--- config.mk ---
export PLATFORM = sky130hd
export DESIGN_NAME = satdiv_unit
export DESIGN_NICKNAME = d
export VERILOG_FILES = /design/src/rtl/satdiv_unit.sv
export SDC_FILE = /design/constraint.sdc
export NUM_CORES = 1
export LEC_CHECK = 0
export BUFFER_PORTS_ARGS = -buffer_cell sky130_fd_sc_hd__buf_2
export CELL_PAD_IN_SITES_DETAIL_PLACEMENT = 1
export CELL_PAD_IN_SITES_GLOBAL_PLACEMENT = 1
export CORE_MARGIN = 1
export CORE_UTILIZATION = 27
export DETAILED_ROUTE_END_ITERATION = 8
export GPL_TIMING_DRIVEN = 0
export PLACE_DENSITY = 0.58
export SLEW_MARGIN = 25
export SYNTH_ARGS = -nofsm -noshare
export SYNTH_HDL_FRONTEND = slang
export SYNTH_SLANG_ARGS = --single-unit
--- constraint.sdc ---
create_clock -name clk -period 2.9 [get_ports clk]
set_input_delay 0.29 -clock clk [delete_from_list [all_inputs] [get_ports clk]]
set_output_delay 0.29 -clock clk [all_outputs]
set_load 0.01 [all_outputs]
--- src/rtl/satdiv_unit.sv ---
module satdiv_unit #(
  parameter int DW = 32
) (
  input  logic          clk,
  input  logic          rst_n,
  input  logic          start,
  input  logic          signed_mode,
  input  logic          cc_en,
  input  logic [DW-1:0] hi_word,
  input  logic [DW-1:0] op_a,
  input  logic [DW-1:0] op_b,
  output logic          busy,
  output logic          done,
  output logic          dz_trap,
  output logic [DW-1:0] quotient,
  output logic          ovf,
  output logic          cc_we,
  output logic [3:0]    cc_flags
);

  localparam int NW = 2 * DW;
  localparam int CW = $clog2(NW);
  localparam logic [DW-1:0] UMAX = '1;
  localparam logic [DW-1:0] SMAX = {1'b0, {(DW-1){1'b1}}};
  localparam logic [DW-1:0] SMIN = {1'b1, {(DW-1){1'b0}}};

  typedef enum logic [1:0] {IDLE, RUN, FIN} st_t;

  st_t           st;
  logic [NW-1:0] nq;
  logic [DW-1:0] rem;
  logic [DW-1:0] dmag;
  logic [CW-1:0] cnt;
  logic          neg_q, sg_q, cc_q;

  wire [NW-1:0] dvd     = {hi_word, op_a};
  wire          dvd_neg = signed_mode & dvd[NW-1];
  wire          dvs_neg = signed_mode & op_b[DW-1];
  wire [NW-1:0] dvd_mag = dvd_neg ? -dvd : dvd;
  wire [DW-1:0] dvs_mag = dvs_neg ? -op_b : op_b;

  wire [DW:0]   rem_sh  = {rem, nq[NW-1]};
  wire          take    = rem_sh >= {1'b0, dmag};

  wire hi_nz   = |nq[NW-1:DW];
  wire pos_big = hi_nz | nq[DW-1];
  wire neg_big = hi_nz | (nq[DW-1] & (|nq[DW-2:0]));

  logic [DW-1:0] res;
  logic          sat;

  always_comb begin
    if (!sg_q) begin
      sat = hi_nz;
      res = sat ? UMAX : nq[DW-1:0];
    end else if (!neg_q) begin
      sat = pos_big;
      res = sat ? SMAX : nq[DW-1:0];
    end else begin
      sat = neg_big;
      res = sat ? SMIN : -nq[DW-1:0];
    end
  end

  assign busy = (st != IDLE);

  always_ff @(posedge clk or negedge rst_n) begin
    if (!rst_n) begin
      st       <= IDLE;
      nq       <= '0;
      rem      <= '0;
      dmag     <= '0;
      cnt      <= '0;
      neg_q    <= 1'b0;
      sg_q     <= 1'b0;
      cc_q     <= 1'b0;
      done     <= 1'b0;
      dz_trap  <= 1'b0;
      quotient <= '0;
      ovf      <= 1'b0;
      cc_we    <= 1'b0;
      cc_flags <= '0;
    end else begin
      done    <= 1'b0;
      dz_trap <= 1'b0;
      cc_we   <= 1'b0;
      case (st)
        IDLE: if (start) begin
          sg_q <= signed_mode;
          cc_q <= cc_en;
          if (op_b == '0) begin
            done    <= 1'b1;
            dz_trap <= 1'b1;
          end else begin
            nq    <= dvd_mag;
            dmag  <= dvs_mag;
            rem   <= '0;
            cnt   <= '0;
            neg_q <= dvd_neg ^ dvs_neg;
            st    <= RUN;
          end
        end
        RUN: begin
          rem <= take ? DW'(rem_sh - {1'b0, dmag}) : rem_sh[DW-1:0];
          nq  <= {nq[NW-2:0], take};
          cnt <= cnt + 1'b1;
          if (cnt == CW'(NW-1)) st <= FIN;
        end
        FIN: begin
          quotient <= res;
          ovf      <= sat;
          done     <= 1'b1;
          cc_we    <= cc_q;
          cc_flags <= {res[DW-1], res == '0, sat, 1'b0};
          st       <= IDLE;
        end
        default: st <= IDLE;
      endcase
    end
  end

  assert_done_pulse_R7: assert property (@(posedge clk) disable iff (!rst_n)
    done |=> !done);
  assert_done_idle_R7: assert property (@(posedge clk) disable iff (!rst_n)
    done |-> !busy);
  assert_trap_with_done_R6: assert property (@(posedge clk) disable iff (!rst_n)
    dz_trap |-> done && !cc_we);
  assert_trap_hold_R6: assert property (@(posedge clk) disable iff (!rst_n)
    dz_trap |-> $stable(quotient) && $stable(ovf));
  assert_cc_fields_R9: assert property (@(posedge clk) disable iff (!rst_n)
    cc_we |-> done && !cc_flags[0] && (cc_flags[1] == ovf) && (cc_flags[3] == quotient[DW-1]));
  assert_usat_R2: assert property (@(posedge clk) disable iff (!rst_n)
    (done && !dz_trap && !sg_q && ovf) |-> quotient == UMAX);
  assert_ssat_R4: assert property (@(posedge clk) disable iff (!rst_n)
    (done && !dz_trap && sg_q && ovf) |-> (quotient == SMAX || quotient == SMIN));
  assert_busy_ignore_R8: assert property (@(posedge clk) disable iff (!rst_n)
    (busy && start) |=> (busy || done));

endmodule

# ---- After elaboration in Yosys (flattened, before gate mapping)
# Cells that the tools add are included.
dict set report word_totals {
  register_bits 178
  in_bits 101
  output_inout_bits 41
  wordCells 72
}
dict set report classes {
  addsub 5
  order_cmp 1
  n_eq_ne 6
  muxes 28
  bitwise 7
  n_reduce_logical 11
}
# op n
set op_table {}
lappend op_table {{32-bit 2-to-1 mux} 9}
lappend op_table {{64-bit 2-to-1 mux} 3}
lappend op_table {{64-bit one-hot mux with 2 select lines} 1}
lappend op_table {{32-bit logical NOT} 2}
lappend op_table {{32-bit negator} 2}
lappend op_table {{64-bit negator} 1}
lappend op_table {{32-bit one-hot mux with 2 select lines} 1}
lappend op_table {{33-bit by 32-bit greater-or-equal comparator with 1-bit output} 1}
lappend op_table {{32-bit OR reduction} 1}
lappend op_table {{32-bit subtractor} 1}
lappend op_table {{31-bit OR reduction} 1}
lappend op_table {{6-bit 2-to-1 mux} 2}
lappend op_table {{6-bit one-hot mux with 2 select lines} 1}
lappend op_table {{3-bit AND reduction} 3}
lappend op_table {{6-bit by 1-bit adder with 6-bit output, second input constant} 1}
lappend op_table {{6-bit equality test, second input constant} 1}
lappend op_table {{1-bit 2-to-1 mux} 6}
lappend op_table {{2-bit 2-to-1 mux} 3}
lappend op_table {{2-bit != test, second input constant} 3}
lappend op_table {{2-bit one-hot mux with 2 select lines} 1}
lappend op_table {{2-bit nonzero test} 2}
lappend op_table {{1-bit AND} 3}
lappend op_table {{2-bit by 1-bit equality test with 1-bit output, second input constant} 1}
lappend op_table {{2-bit equality test, second input constant} 1}
lappend op_table {{6 further kinds} 7}

# ---- Logic depth before layout (Yosys ltp)
# Gate-level depths: netlist of the first run.
dict set report logic_depth {
  word_depth 7
  mapped_depth 14
  mapped_depth_nobuf 13
}

# ---- Worst setup path before layout of the first run
# Ideal clock, no wire load.
dict set report synth_timing {
  path_type {flip-flop to flip-flop}
  startpoint {register rem[2]}
  endpoint {register rem[16]}
  setup_ps 133
  t_arrival_ps 2969
  required_time_ps 2767
  slack_ps -202
  path_stages_with_launch 14
  n_path_buf 2
  period_less_slack_ps 3102
  cell_sequence {dfrtp_1 -> ha_1 -> o21a_1 -> o31a_1 -> o21ai_0 -> a2111oi_0 -> o211ai_1 -> a21oi_1 -> o31a_1 -> o21a_1 -> buf_4 -> buf_6 -> mux2i_1 -> o21ai_0}
}
dict set report synth_between {
  elab_chain_len 3
  word_cells_on_any_way 4
  cone_classes {1 x add/sub; 1 x order compare; 2 x mux}
}
# item line_no
set synth_lines {}
lappend synth_lines {{from (decl)} 31} ;# logic [DW-1:0] rem;
lappend synth_lines {{from (signal assigned)} 104} ;# rem <= take ? DW'(rem_sh - {1'b0, dmag}) : rem_sh[DW-1:0];
lappend synth_lines {{32-bit subtractor or 33-bit by 32-bit greater-or-equal comparator with 1-bit output (tied branches)} {104, 43}}
lappend synth_lines {{32-bit 2-to-1 mux *} 104}
lappend synth_lines {{32-bit one-hot mux with 2 select lines *} 87} ;# case (st)
# Mark *: on every way between the ends. The rest lies on a longest branch, timed or not.
# A chain may end at the register's enable or synchronous reset.

# ---- Final worst setup path of the first run
dict set report layout_timing {
  startpoint {register nq[1]}
  endpoint {register cc_flags[2]}
}
dict set report layout_between {
  elab_chain_len 7
  word_cells_on_any_way 10
  cone_classes {1 x add/sub; 5 x mux; 2 x bitwise; 2 x reduce/logical}
}
# item line_no
set layout_lines {}
lappend layout_lines {{from (decl)} 30} ;# logic [NW-1:0] nq;
lappend layout_lines {{from (signal assigned)} 95} ;# nq <= dvd_mag;
lappend layout_lines {{from (signal assigned)} 105} ;# nq <= {nq[NW-2:0], take};
lappend layout_lines {{branches (longest 5 deep; another with 32-bit negator)} -}
lappend layout_lines {{32-bit 2-to-1 mux *} 53} ;# if (!sg_q) begin
lappend layout_lines {{32-bit logical NOT *} 114} ;# cc_flags <= {res[DW-1], res == '0, sat, 1'b0};
lappend layout_lines {{to (signal assigned)} 114}
lappend layout_lines {{to (decl)} 18} ;# output logic [3:0] cc_flags
# Mark *: on every way between the ends.

==> impl_metrics.json, run 1 <==
{
  "comb_power_share": 0.477,
  "synth-edff-count": 0,
  "fin_ws_ns": -0.290,
  "cts_buffers": 17,
  "rsz0062_at_grt": "true",
  "cpMaxStageDelayCell": "or4_4",
  "slew_headroom": 0.429,
  "start_util": 0.273,
  "whs_ns": 0.0970,
  "status": "finished, violations left",
  "fin_nets": 1810,
  "hold_viol_final": 0,
  "clock_path_buffers": 2,
  "core-area_um2": 44100,
  "clockPowerShare": 0.204,
  "final_util": 0.351,
  "h-tree-depth": 4,
  "clock_latency_ns": 0.46,
  "syn_nets": 1603,
  "worst_pin_slew_ns": 0.848,
  "grt_antenna_before_repair": 0,
  "boundaryPins": 142,
  "p_switching_w": 0.00493,
  "critical_path.max_stage_delay_ns": 0.52,
  "drv_cap": 0,
  "p_int_w": 0.00709,
  "crit_required_ns": 3.27,
  "setup_viol": 40,
  "yosysWarningCount": 0,
  "ys_ff_latch": 176,
  "endpoint_kind": "flip-flop",
  "fp.dieH_um": 213,
  "gr-total-overflow": 0,
  "port-buffer-count": 139,
  "p_per_area_nw_per_um2": 778,
  "die_x_um": 213,
  "crit_fanout": 7,
  "post-route-drc-count": 0,
  "pwr-share-seq": 0.318,
  "cts_tree": "built",
  "crit_chain": "or3_4 > or4_4 > or4_4 > nor2_2 > nor3_1 > a21oi_1 > a21oi_1 > nor4b_2 > nand4_1 > o31ai_2",
  "detailed_place_hpwl_um": 33800,
  "p_sw_frac": 0.410,
  "synth-main-ff-cell": "dfrtp_1",
  "violations": "negative setup slack",
  "synth_cells": 1465,
  "fp-row-count": 77,
  "leakage_nw": 6.45,
  "vias": 11764,
  "dp_slack_ns": -1.16,
  "detailed_place.area_um2": 13600,
  "fin_skew_ns": 0.0169,
  "timing.fmax_ghz": 0.313,
  "gp_congestion": 0.857,
  "first_iter_violations": 640,
  "post_drt_wl_per_cell_um": 19.6,
  "syn_to_final_growth_pct": 28.4,
  "ir_drop_uv": 439,
  "first_pass_iters": 4,
  "die_area_um2": 45500,
  "ys_seq_area_frac": 0.366,
  "hold_path.class": "in2reg",
  "syn_area_per_cell_um2": 8.22,
  "cp_data_arrival_time_ns": 3.56,
  "report.final.slew_viol_count": 0,
  "path_delay_family": "simple AND/OR/NAND/NOR gates",
  "path_clk_slew_ns": 0.09,
  "cp.buffers_inverters": 0,
  "setup_tns_ns": -5.07,
  "drt_wl_total_um": 44600,
  "grt_max_degree": 86,
  "synthArstFlopShare": 1.00,
  "ys_types": 75,
  "via_per_inst": 5.17,
  "drive_above_1_share": 0.246,
  "synth_area_um2": 12000,
  "clockRootBuffer": "clkbuf_16",
  "design_area_um2": 15500,
  "grt_first_pass_wirelength_um": 70000,
  "grt_pass1_vias": 12471,
  "start_kind": "flip-flop",
  "diodes": 0,
  "post-route-period-util": 1.10,
  "worstSetupPathType": "reg2reg",
  "grt.total_usage": 0.200,
  "fill_cells": 5310,
  "numClockSinks": 176,
  "min_period_ns": 3.19,
  "ant_nets": 0
}
## cell usage after synthesis, types with 9 or more instances
master	number	share of area
nand2_1	185	0.058
clkbuf_1	67	0.021
and3_1	11	0.0057
a32oi_1	10	0.0073
or4_1	9	0.0056
a21oi_1	105	0.044
xnor2_1	56	0.041
mux2_2	13	0.012
nand2b_1	17	0.0088
dfrtp_1	176	0.37
nand3_1	19	0.0079
mux2i_1	22	0.018
o22ai_1	22	0.011
o21a_1	9	0.0056
o21ai_0	186	0.077
nand4_1	18	0.0093
a21o_1	16	0.010
or3_1	15	0.0078
nor4_1	29	0.015
inv_1	52	0.016
buf_2	13	0.0054
a22oi_1	16	0.010
nor3_1	33	0.014
xor2_1	62	0.045
o31ai_1	32	0.020
nor2_1	110	0.034
ha_1	36	0.037
## layout make-up
type	count	area, um^2	area share
Buffer	83	434	0.0281
Clock inverter	15	169	0.0109
Tap cell	592	741	0.0479
Timing Repair Buffer	194	1220	0.0789
Inverter	53	199	0.0129
Sequential cell	176	4420	0.285
Clock buffer	17	425	0.0275
Multi-Input combinational cell	1147	7860	0.508
## power groups by stage
stage	Combinational [W]	Sequential, W	Clock, W
floorplan	0.00324	0.00353	0
CTS	0.00526	0.00380	0.00252
global placement	0.00419	0.00376	0
finish	0.00574	0.00383	0.00246
global route	0.00632	0.00392	0.00260
detailed placement	0.00432	0.00378	0
## state kept, by name, summed over array words and instances, names as in the netlist
name,cells
nq,64
dmag,32
quotient,32
rem,32
cnt,6
cc_flags,2
st,2
cc_q,1
cc_we,1
done,1
dz_trap,1
neg_q,1
sg_q,1
## layout by cell type, fill, tap and decap left out, drive strengths merged, types with 16 or more instances in the layout
| master | instances |
|---|---|
| buf | 218 |
| o21ai | 187 |
| nand2 | 186 |
| dfrtp | 176 |
| nor2 | 111 |
| a21oi | 105 |
| clkbuf | 75 |
| inv | 64 |
| xor2 | 62 |
| xnor2 | 56 |
| ha | 36 |
| nor3 | 34 |
| o31ai | 33 |
| nor4 | 32 |
| mux2i | 22 |
| o22ai | 22 |
| nand3 | 19 |
| nand4 | 18 |
| or3 | 18 |
| nand2b | 17 |
| a22oi | 16 |
| a21o | 16 |
## per-stage QoR
step           cells  power [W]
2_1_floorplan   1465    0.00677
6_report        2277     0.0120
5_1_grt         2277     0.0128
4_1_cts         2269     0.0116
3_5_place_dp    2198    0.00810
3_3_place_gp    2196    0.00795
## metal layers
metal | wire [um] | part of all wire | GRT usage
met5 | 0 | 0 | 0
met4 | 939 | 0.021 | 0.0761
met3 | 830 | 0.019 | 0.0235
met2 | 22700 | 0.51 | 0.354
met1 | 20100 | 0.45 | 0.247
## what timing repair did
item / in CTS / in global routing
cloned: 2 / 1
endpoints found under the hold margin: 176 / 0
setup endpoints to repair: 167 / 149
hold buffers: 1 / 0
resized for setup: 143 / 98
setup buffers: 42 / 9
pin swaps: 51 / 31
## kinds of logic after synthesis
kind of cell	after synthesis	synth area share
buf+inv	143	0.0490
mux	37	0.0323
simple gates	492	0.197
fa+ha+maj	37	0.0391
xor+xnor	118	0.0858
compound gates	461	0.231
flops	176	0.366
other cells	1	0.000311
## worst paths after layout
check | from | end | slack [ns] | cells past startpoint
max in group asynchronous | rst_n | dmag[18]$_DFFE_PN0P_ | 1.98 | 3
hold reg to reg | quotient[24]$_DFFE_PN0P_ | quotient[24]$_DFFE_PN0P_ | 0.48 | 2
setup / recovery | nq[1]$_DFFE_PN0P_ | cc_flags[2]$_DFFE_PN0P_ | -0.29 | 10
hold / removal | cc_en | cc_q$_DFFE_PN0P_ | 0.1 | 2
setup reg to reg | nq[1]$_DFFE_PN0P_ | cc_flags[2]$_DFFE_PN0P_ | -0.29 | 10
min in group asynchronous | rst_n | quotient[2]$_DFFE_PN0P_ | 0.24 | 2
Note: power is estimated with default switching activity, not from simulation.
==> run 2: changes to the inputs <==
--- a/config.mk
+++ b/config.mk
@@ -12,6 +12,7 @@
 export CORE_UTILIZATION = 27
 export DETAILED_ROUTE_END_ITERATION = 8
 export GPL_TIMING_DRIVEN = 0
+export MAX_ROUTING_LAYER = met4
 export PLACE_DENSITY = 0.58
 export SLEW_MARGIN = 25
 export SYNTH_ARGS = -nofsm -noshare
==> run 2 against run 1 <==
The run still ends with negative setup slack left. Setup slack worse by 0.025 ns. Fmax is 0.79% lower. Die area stayed put. Non-clock buffer count is 3 lower. Cell area is 0.78% lower. Highest routed layer unchanged.
==> impl_metrics.json, run 2 (same netlist as run 1, synthesis figures left out) <==
{
  "die_area_um2": 45500,
  "fill_cells": 5330,
  "grtUsageMet2": 0.354,
  "core-area_um2": 44100,
  "largest_reg_flops": 64,
  "worstSetupPathType": "reg2reg",
  "p_per_area_nw_per_um2": 776,
  "first_pass_iters": 4,
  "ant_nets": 0,
  "post-route-drc-count": 0,
  "setup_viol": 41,
  "grt_first_pass_wirelength_um": 70000,
  "leakage_nw": 6.40,
  "fin_cells": 2274,
  "r2r_slack_ns": -0.32,
  "clockPowerShare": 0.207,
  "clock_path_buffers": 2,
  "report.final.slew_viol_count": 0,
  "post_drt_wl_per_cell_um": 19.6,
  "slew_headroom": 0.427,
  "crit_fanout": 7,
  "ir_drop_uv": 439,
  "p_sw_frac": 0.409,
  "path_delay_family": "simple AND/OR/NAND/NOR gates",
  "boundaryPins": 142,
  "gp_congestion": 0.871,
  "port-buffer-count": 139,
  "drv_cap": 0,
  "fin_ws_ns": -0.316,
  "worst_pin_slew_ns": 0.852,
  "gr-total-overflow": 0,
  "drt_wl_total_um": 44600,
  "min_period_ns": 3.22,
  "fp-row-count": 77,
  "violations": "negative setup slack",
  "final_cell_mix": "179 x nand2_1, 168 x dfrtp_1, 151 x o21ai_0",
  "timing.fmax_ghz": 0.311,
  "busiest_layer": "met2",
  "final_util": 0.348,
  "cts_buffers": 17,
  "regMostFlops": "nq",
  "pwr-share-seq": 0.323,
  "rsz0062_at_grt": "true",
  "path_clk_slew_ns": 0.08,
  "detailed_place_hpwl_um": 33800,
  "start_kind": "flip-flop",
  "final_common_cell": "nand2_1",
  "grt_pass1_vias": 12474,
  "cpMaxStageDelayCell": "or4_4",
  "min_from": "cc_en",
  "comb_power_share": 0.470,
  "diodes": 0,
  "die_x_um": 213,
  "syn_to_final_growth_pct": 27.4,
  "p_int_w": 0.00704,
  "whs_ns": 0.0938,
  "cp.buffers_inverters": 0,
  "fp.dieH_um": 213,
  "cp-startpoint": "nq[1]$_DFFE_PN0P_",
  "drive_above_1_share": 0.235,
  "cp_data_arrival_time_ns": 3.59,
  "grt_max_degree": 86,
  "clockRootBuffer": "clkbuf_16",
  "crit_chain": "or3_4 > or4_4 > or4_4 > nor2_2 > nor3_1 > a21oi_1 > a21oi_1 > nor4b_2 > nand4_1 > o31ai_2",
  "via_per_inst": 5.18,
  "numClockSinks": 176,
  "crit_required_ns": 3.27,
  "h-tree-depth": 4,
  "r2r_start": "nq[1]$_DFFE_PN0P_",
  "clock_latency_ns": 0.47,
  "detailed_place.area_um2": 13600,
  "grtUsageMet1": 0.247,
  "vias": 11780,
  "fin_skew_ns": 0.0214,
  "hold_viol_final": 0,
  "p_switching_w": 0.00487,
  "grt_util_met3": 0.0249,
  "critical_path.max_stage_delay_ns": 0.51,
  "grt_antenna_before_repair": 0,
  "cts_tree": "built",
  "design_area_um2": 15300,
  "fin_nets": 1807,
  "endpoint_kind": "flip-flop",
  "first_iter_violations": 643,
  "status": "finished, violations left",
  "post-route-period-util": 1.11,
  "grt.total_usage": 0.206,
  "hold_path.class": "in2reg",
  "start_util": 0.273,
  "place_inst": 2198
}
[run 2: cell count changes in the layout (fill, tap and decap cells not counted), sizes merged]
cell	delta
clkbuf	+2
buf	-5
[run 2: area by class of cell]
class / instances / area (um^2) / area share
clock inverters: 15 / 169 / 0.0110
inverters: 53 / 199 / 0.0130
plain buffers: 83 / 427 / 0.0278
clock buffers: 17 / 425 / 0.0277
repair buffers: 191 / 1200 / 0.0780
flip-flops and latches: 176 / 4410 / 0.288
well taps: 592 / 741 / 0.0483
multi-input cells: 1147 / 7770 / 0.507
[run 2: path summary, 6_finish.rpt]
path / cells past startpoint / endpoint
hold reg to reg: 2 / quotient[19]$_DFFE_PN0P_
max in group asynchronous: 3 / dmag[11]$_DFFE_PN0P_
setup / recovery: 10 / cc_flags[2]$_DFFE_PN0P_
min in group asynchronous: 2 / quotient[2]$_DFFE_PN0P_
setup reg to reg: 10 / cc_flags[2]$_DFFE_PN0P_
hold / removal: 2 / cc_q$_DFFE_PN0P_
[run 2: per-layer routing]
layer / wire [um] / vias to the layer above / share of wire
li1: - / 5667 / -
met1: 19900 / 5894 / 0.45
met2: 22700 / 169 / 0.51
met3: 979 / 50 / 0.022
met4: 985 / 0 / 0.022
met5: 0 / - / 0
[run 2: what timing repair did]
action | CTS | global route
setup endpoints to repair | 167 | 149
resized for setup | 143 | 63
endpoints found under the hold margin | 176 | 0
hold buffers | 1 | 0
pin swaps | 51 | 22
setup buffers | 42 | 6
cloned | 2 | 1
[run 2: power by group through the flow]
stage	combinational [W]	sequential (W)	clock, W
6_report	0.00560	0.00384	0.00247
5_1_grt	0.00618	0.00394	0.00261
3_3_place_gp	0.00419	0.00376	0
2_1_floorplan	0.00324	0.00353	0
3_5_place_dp	0.00432	0.00378	0
4_1_cts	0.00526	0.00380	0.00252
[run 2: through the flow]
stage / power (W) / setup slack, ns / TNS [ns]
4_1_cts: 0.0116 / -0.296 / -2.83
3_5_place_dp: 0.00810 / -1.16 / -123.04
6_report: 0.0119 / -0.316 / -4.86
3_3_place_gp: 0.00795 / -1.54 / -380.31
5_1_grt: 0.0127 / -0.425 / -12.77
2_1_floorplan: 0.00677 / -0.0535 / -0.0535
==> run 3: changes to the inputs <==
--- a/config.mk
+++ b/config.mk
@@ -5,7 +5,7 @@
 export SDC_FILE = /design/constraint.sdc
 export NUM_CORES = 1
 export LEC_CHECK = 0
-export BUFFER_PORTS_ARGS = -buffer_cell sky130_fd_sc_hd__buf_2
+export BUFFER_PORTS_ARGS = -buffer_cell sky130_fd_sc_hd__buf_4
 export CELL_PAD_IN_SITES_DETAIL_PLACEMENT = 1
 export CELL_PAD_IN_SITES_GLOBAL_PLACEMENT = 1
 export CORE_MARGIN = 1
==> run 3 against run 2 <==
The flow still finishes with violations (negative setup slack). Routed wire length fell by 0.11%. Setup slack got worse by 0.018 ns. Cell area up 3.1%. Combinational power grew 3%. Sequential share of layout area down 0.86 points. Worst hold slack got worse by 0.0017 ns. First-iteration DRC count decreased by 10%. Global-route usage down 0.19 points. Flip-flop and latch count stayed put. Total power fell by 0.16%.
==> impl_metrics.json, run 3 (same netlist as run 1, synthesis figures left out) <==
{
  "hold_path.class": "in2reg",
  "p_switching_w": 0.00488,
  "crit_fanout": 4,
  "boundaryPins": 142,
  "drt_wl_total_um": 44500,
  "met3RoutedLength_um": 1420,
  "gr-total-overflow": 0,
  "regMostFlops": "nq",
  "min_from": "cc_en",
  "leakage_nw": 6.53,
  "die_x_um": 213,
  "grt_first_pass_wirelength_um": 69300,
  "slew_headroom": 0.428,
  "cts_buffers": 17,
  "r2r_slack_ns": -0.33,
  "ir_drop_uv": 346,
  "violations": "negative setup slack",
  "ant_nets": 0,
  "path_clk_slew_ns": 0.07,
  "detailed_place.area_um2": 13900,
  "rr_worst_depth": 9,
  "pwr-share-seq": 0.323,
  "start_kind": "flip-flop",
  "grt_max_degree": 79,
  "first_iter_violations": 576,
  "fin_ws_ns": -0.334,
  "setup_tns_ns": -5.71,
  "crit_required_ns": 3.27,
  "fp.dieH_um": 213,
  "clock_latency_ns": 0.46,
  "final_cell_mix": "189 x buf_4, 180 x nand2_1, 167 x dfrtp_1",
  "grt_pass1_vias": 12326,
  "core-area_um2": 44100,
  "min_period_ns": 3.23,
  "p_sw_frac": 0.411,
  "gp_congestion": 0.861,
  "status": "finished, violations left",
  "post-route-drc-count": 0,
  "drive_above_1_share": 0.243,
  "post_drt_wl_per_cell_um": 19.5,
  "endpoint_kind": "flip-flop",
  "hold_viol_final": 0,
  "p_int_w": 0.00701,
  "comb_power_share": 0.487,
  "numClockSinks": 176,
  "final_common_cell": "buf_4",
  "syn_to_final_growth_pct": 31.4,
  "dp_slack_ns": -1.17,
  "setup_viol": 40,
  "worstSetupPathType": "reg2reg",
  "detailed_place_hpwl_um": 34100,
  "hold_depth": 2,
  "cts_tree": "built",
  "port-buffer-count": 139,
  "wl_met2_um": 22400,
  "diodes": 0,
  "post-route-period-util": 1.12,
  "fin_nets": 1813,
  "top_layer": "met4",
  "largest_reg_flops": 64,
  "met1Wirelength_um": 19500,
  "rsz0062_at_grt": "true",
  "grt_antenna_before_repair": 0,
  "drv_cap": 0,
  "reg2reg_to": "cc_flags[2]$_DFFE_PN0P_",
  "cp_data_arrival_time_ns": 3.60,
  "grt.total_usage": 0.204,
  "clockRootBuffer": "clkbuf_16",
  "worst_pin_slew_ns": 0.851,
  "clock_path_buffers": 2,
  "die_area_um2": 45500,
  "total_power_w": 0.0119,
  "design_area_um2": 15800,
  "h-tree-depth": 4,
  "report.final.slew_viol_count": 0,
  "first_pass_iters": 5,
  "holdPathEnd": "cc_q$_DFFE_PN0P_",
  "start_util": 0.273,
  "timing.fmax_ghz": 0.309,
  "vias": 11858,
  "fin_skew_ns": 0.0172,
  "fp-row-count": 77,
  "r2r_start": "nq[0]$_DFFE_PN0P_",
  "p_per_area_nw_per_um2": 751,
  "via_per_inst": 5.20,
  "clockPowerShare": 0.189,
  "final_util": 0.359
}
==> run 3: per-stage QoR <==
step / hold WS, ns / std cells
after floorplan: -0.00559 / 1465
after global placement: 0.468 / 2196
after detailed placement: 0.213 / 2198
after CTS: 0.0839 / 2262
after global routing: 0.0841 / 2280
final: 0.0921 / 2280
==> run 3: worst max-delay path, cell delays in order (launching register included) <==
cell,delay (ns)
dfrtp_1,0.42
or3_4,0.40
or4_4,0.45
or4_4,0.61
nor4_4,0.18
a21oi_1,0.10
nor2_1,0.14
a21oi_2,0.07
or4_4,0.56
o31ai_4,0.22
==> run 3: cell type report <==
class,instances,area (um^2)
inverters,53,199
multi-input cells,1147,7860
clock buffers,19,443
flip-flops and latches,176,4420
plain buffers,81,447
well taps,592,741
fillers,5271,28300
repair buffers,199,1620
clock inverters,13,103
==> run 3: worst max-delay path by stage <==
| stage | slack, ns | cells after the start | startpoint | to |
|---|---|---|---|---|
| after floorplan | -0.05 | 13 | nq[10]$_DFFE_PN0P_ | cc_flags[2]$_DFFE_PN0P_ |
| after global placement | -1.11 | 11 | nq[23]$_DFFE_PN0P_ | cc_flags[2]$_DFFE_PN0P_ |
| after detailed placement | -1.17 | 13 | op_b[9] | nq[37]$_DFFE_PN0P_ |
| after CTS | -0.33 | 11 | nq[0]$_DFFE_PN0P_ | cc_flags[2]$_DFFE_PN0P_ |
| after global routing | -0.44 | 10 | nq[0]$_DFFE_PN0P_ | cc_flags[2]$_DFFE_PN0P_ |
| final | -0.33 | 9 | nq[0]$_DFFE_PN0P_ | cc_flags[2]$_DFFE_PN0P_ |
==> run 3: timing repair <==
| action | CTS | global route |
|---|---|---|
| pin swaps | 33 | 50 |
| hold buffers | 1 | 0 |
| setup endpoints to repair | 168 | 123 |
| resized for setup | 142 | 89 |
| gates cloned | 2 | 2 |
| endpoints found under the hold margin | 41 | 0 |
| setup buffers | 34 | 20 |
==> run 3: routing by layer <==
layer / vias to the layer above / GRT usage
met2: 229 / 0.350
li1: 5681 / -
met1: 5881 / 0.245
met3: 67 / 0.0277
met5: - / -
met4: 0 / 0.0677
==> run 3: power groups by stage <==
stage,clock network (W),registers (W),logic (W)
floorplan,0,0.00353,0.00324
global placement,0,0.00375,0.00423
detailed placement,0,0.00377,0.00438
CTS,0.00232,0.00376,0.00525
global route,0.00240,0.00392,0.00637
finish,0.00225,0.00384,0.00579
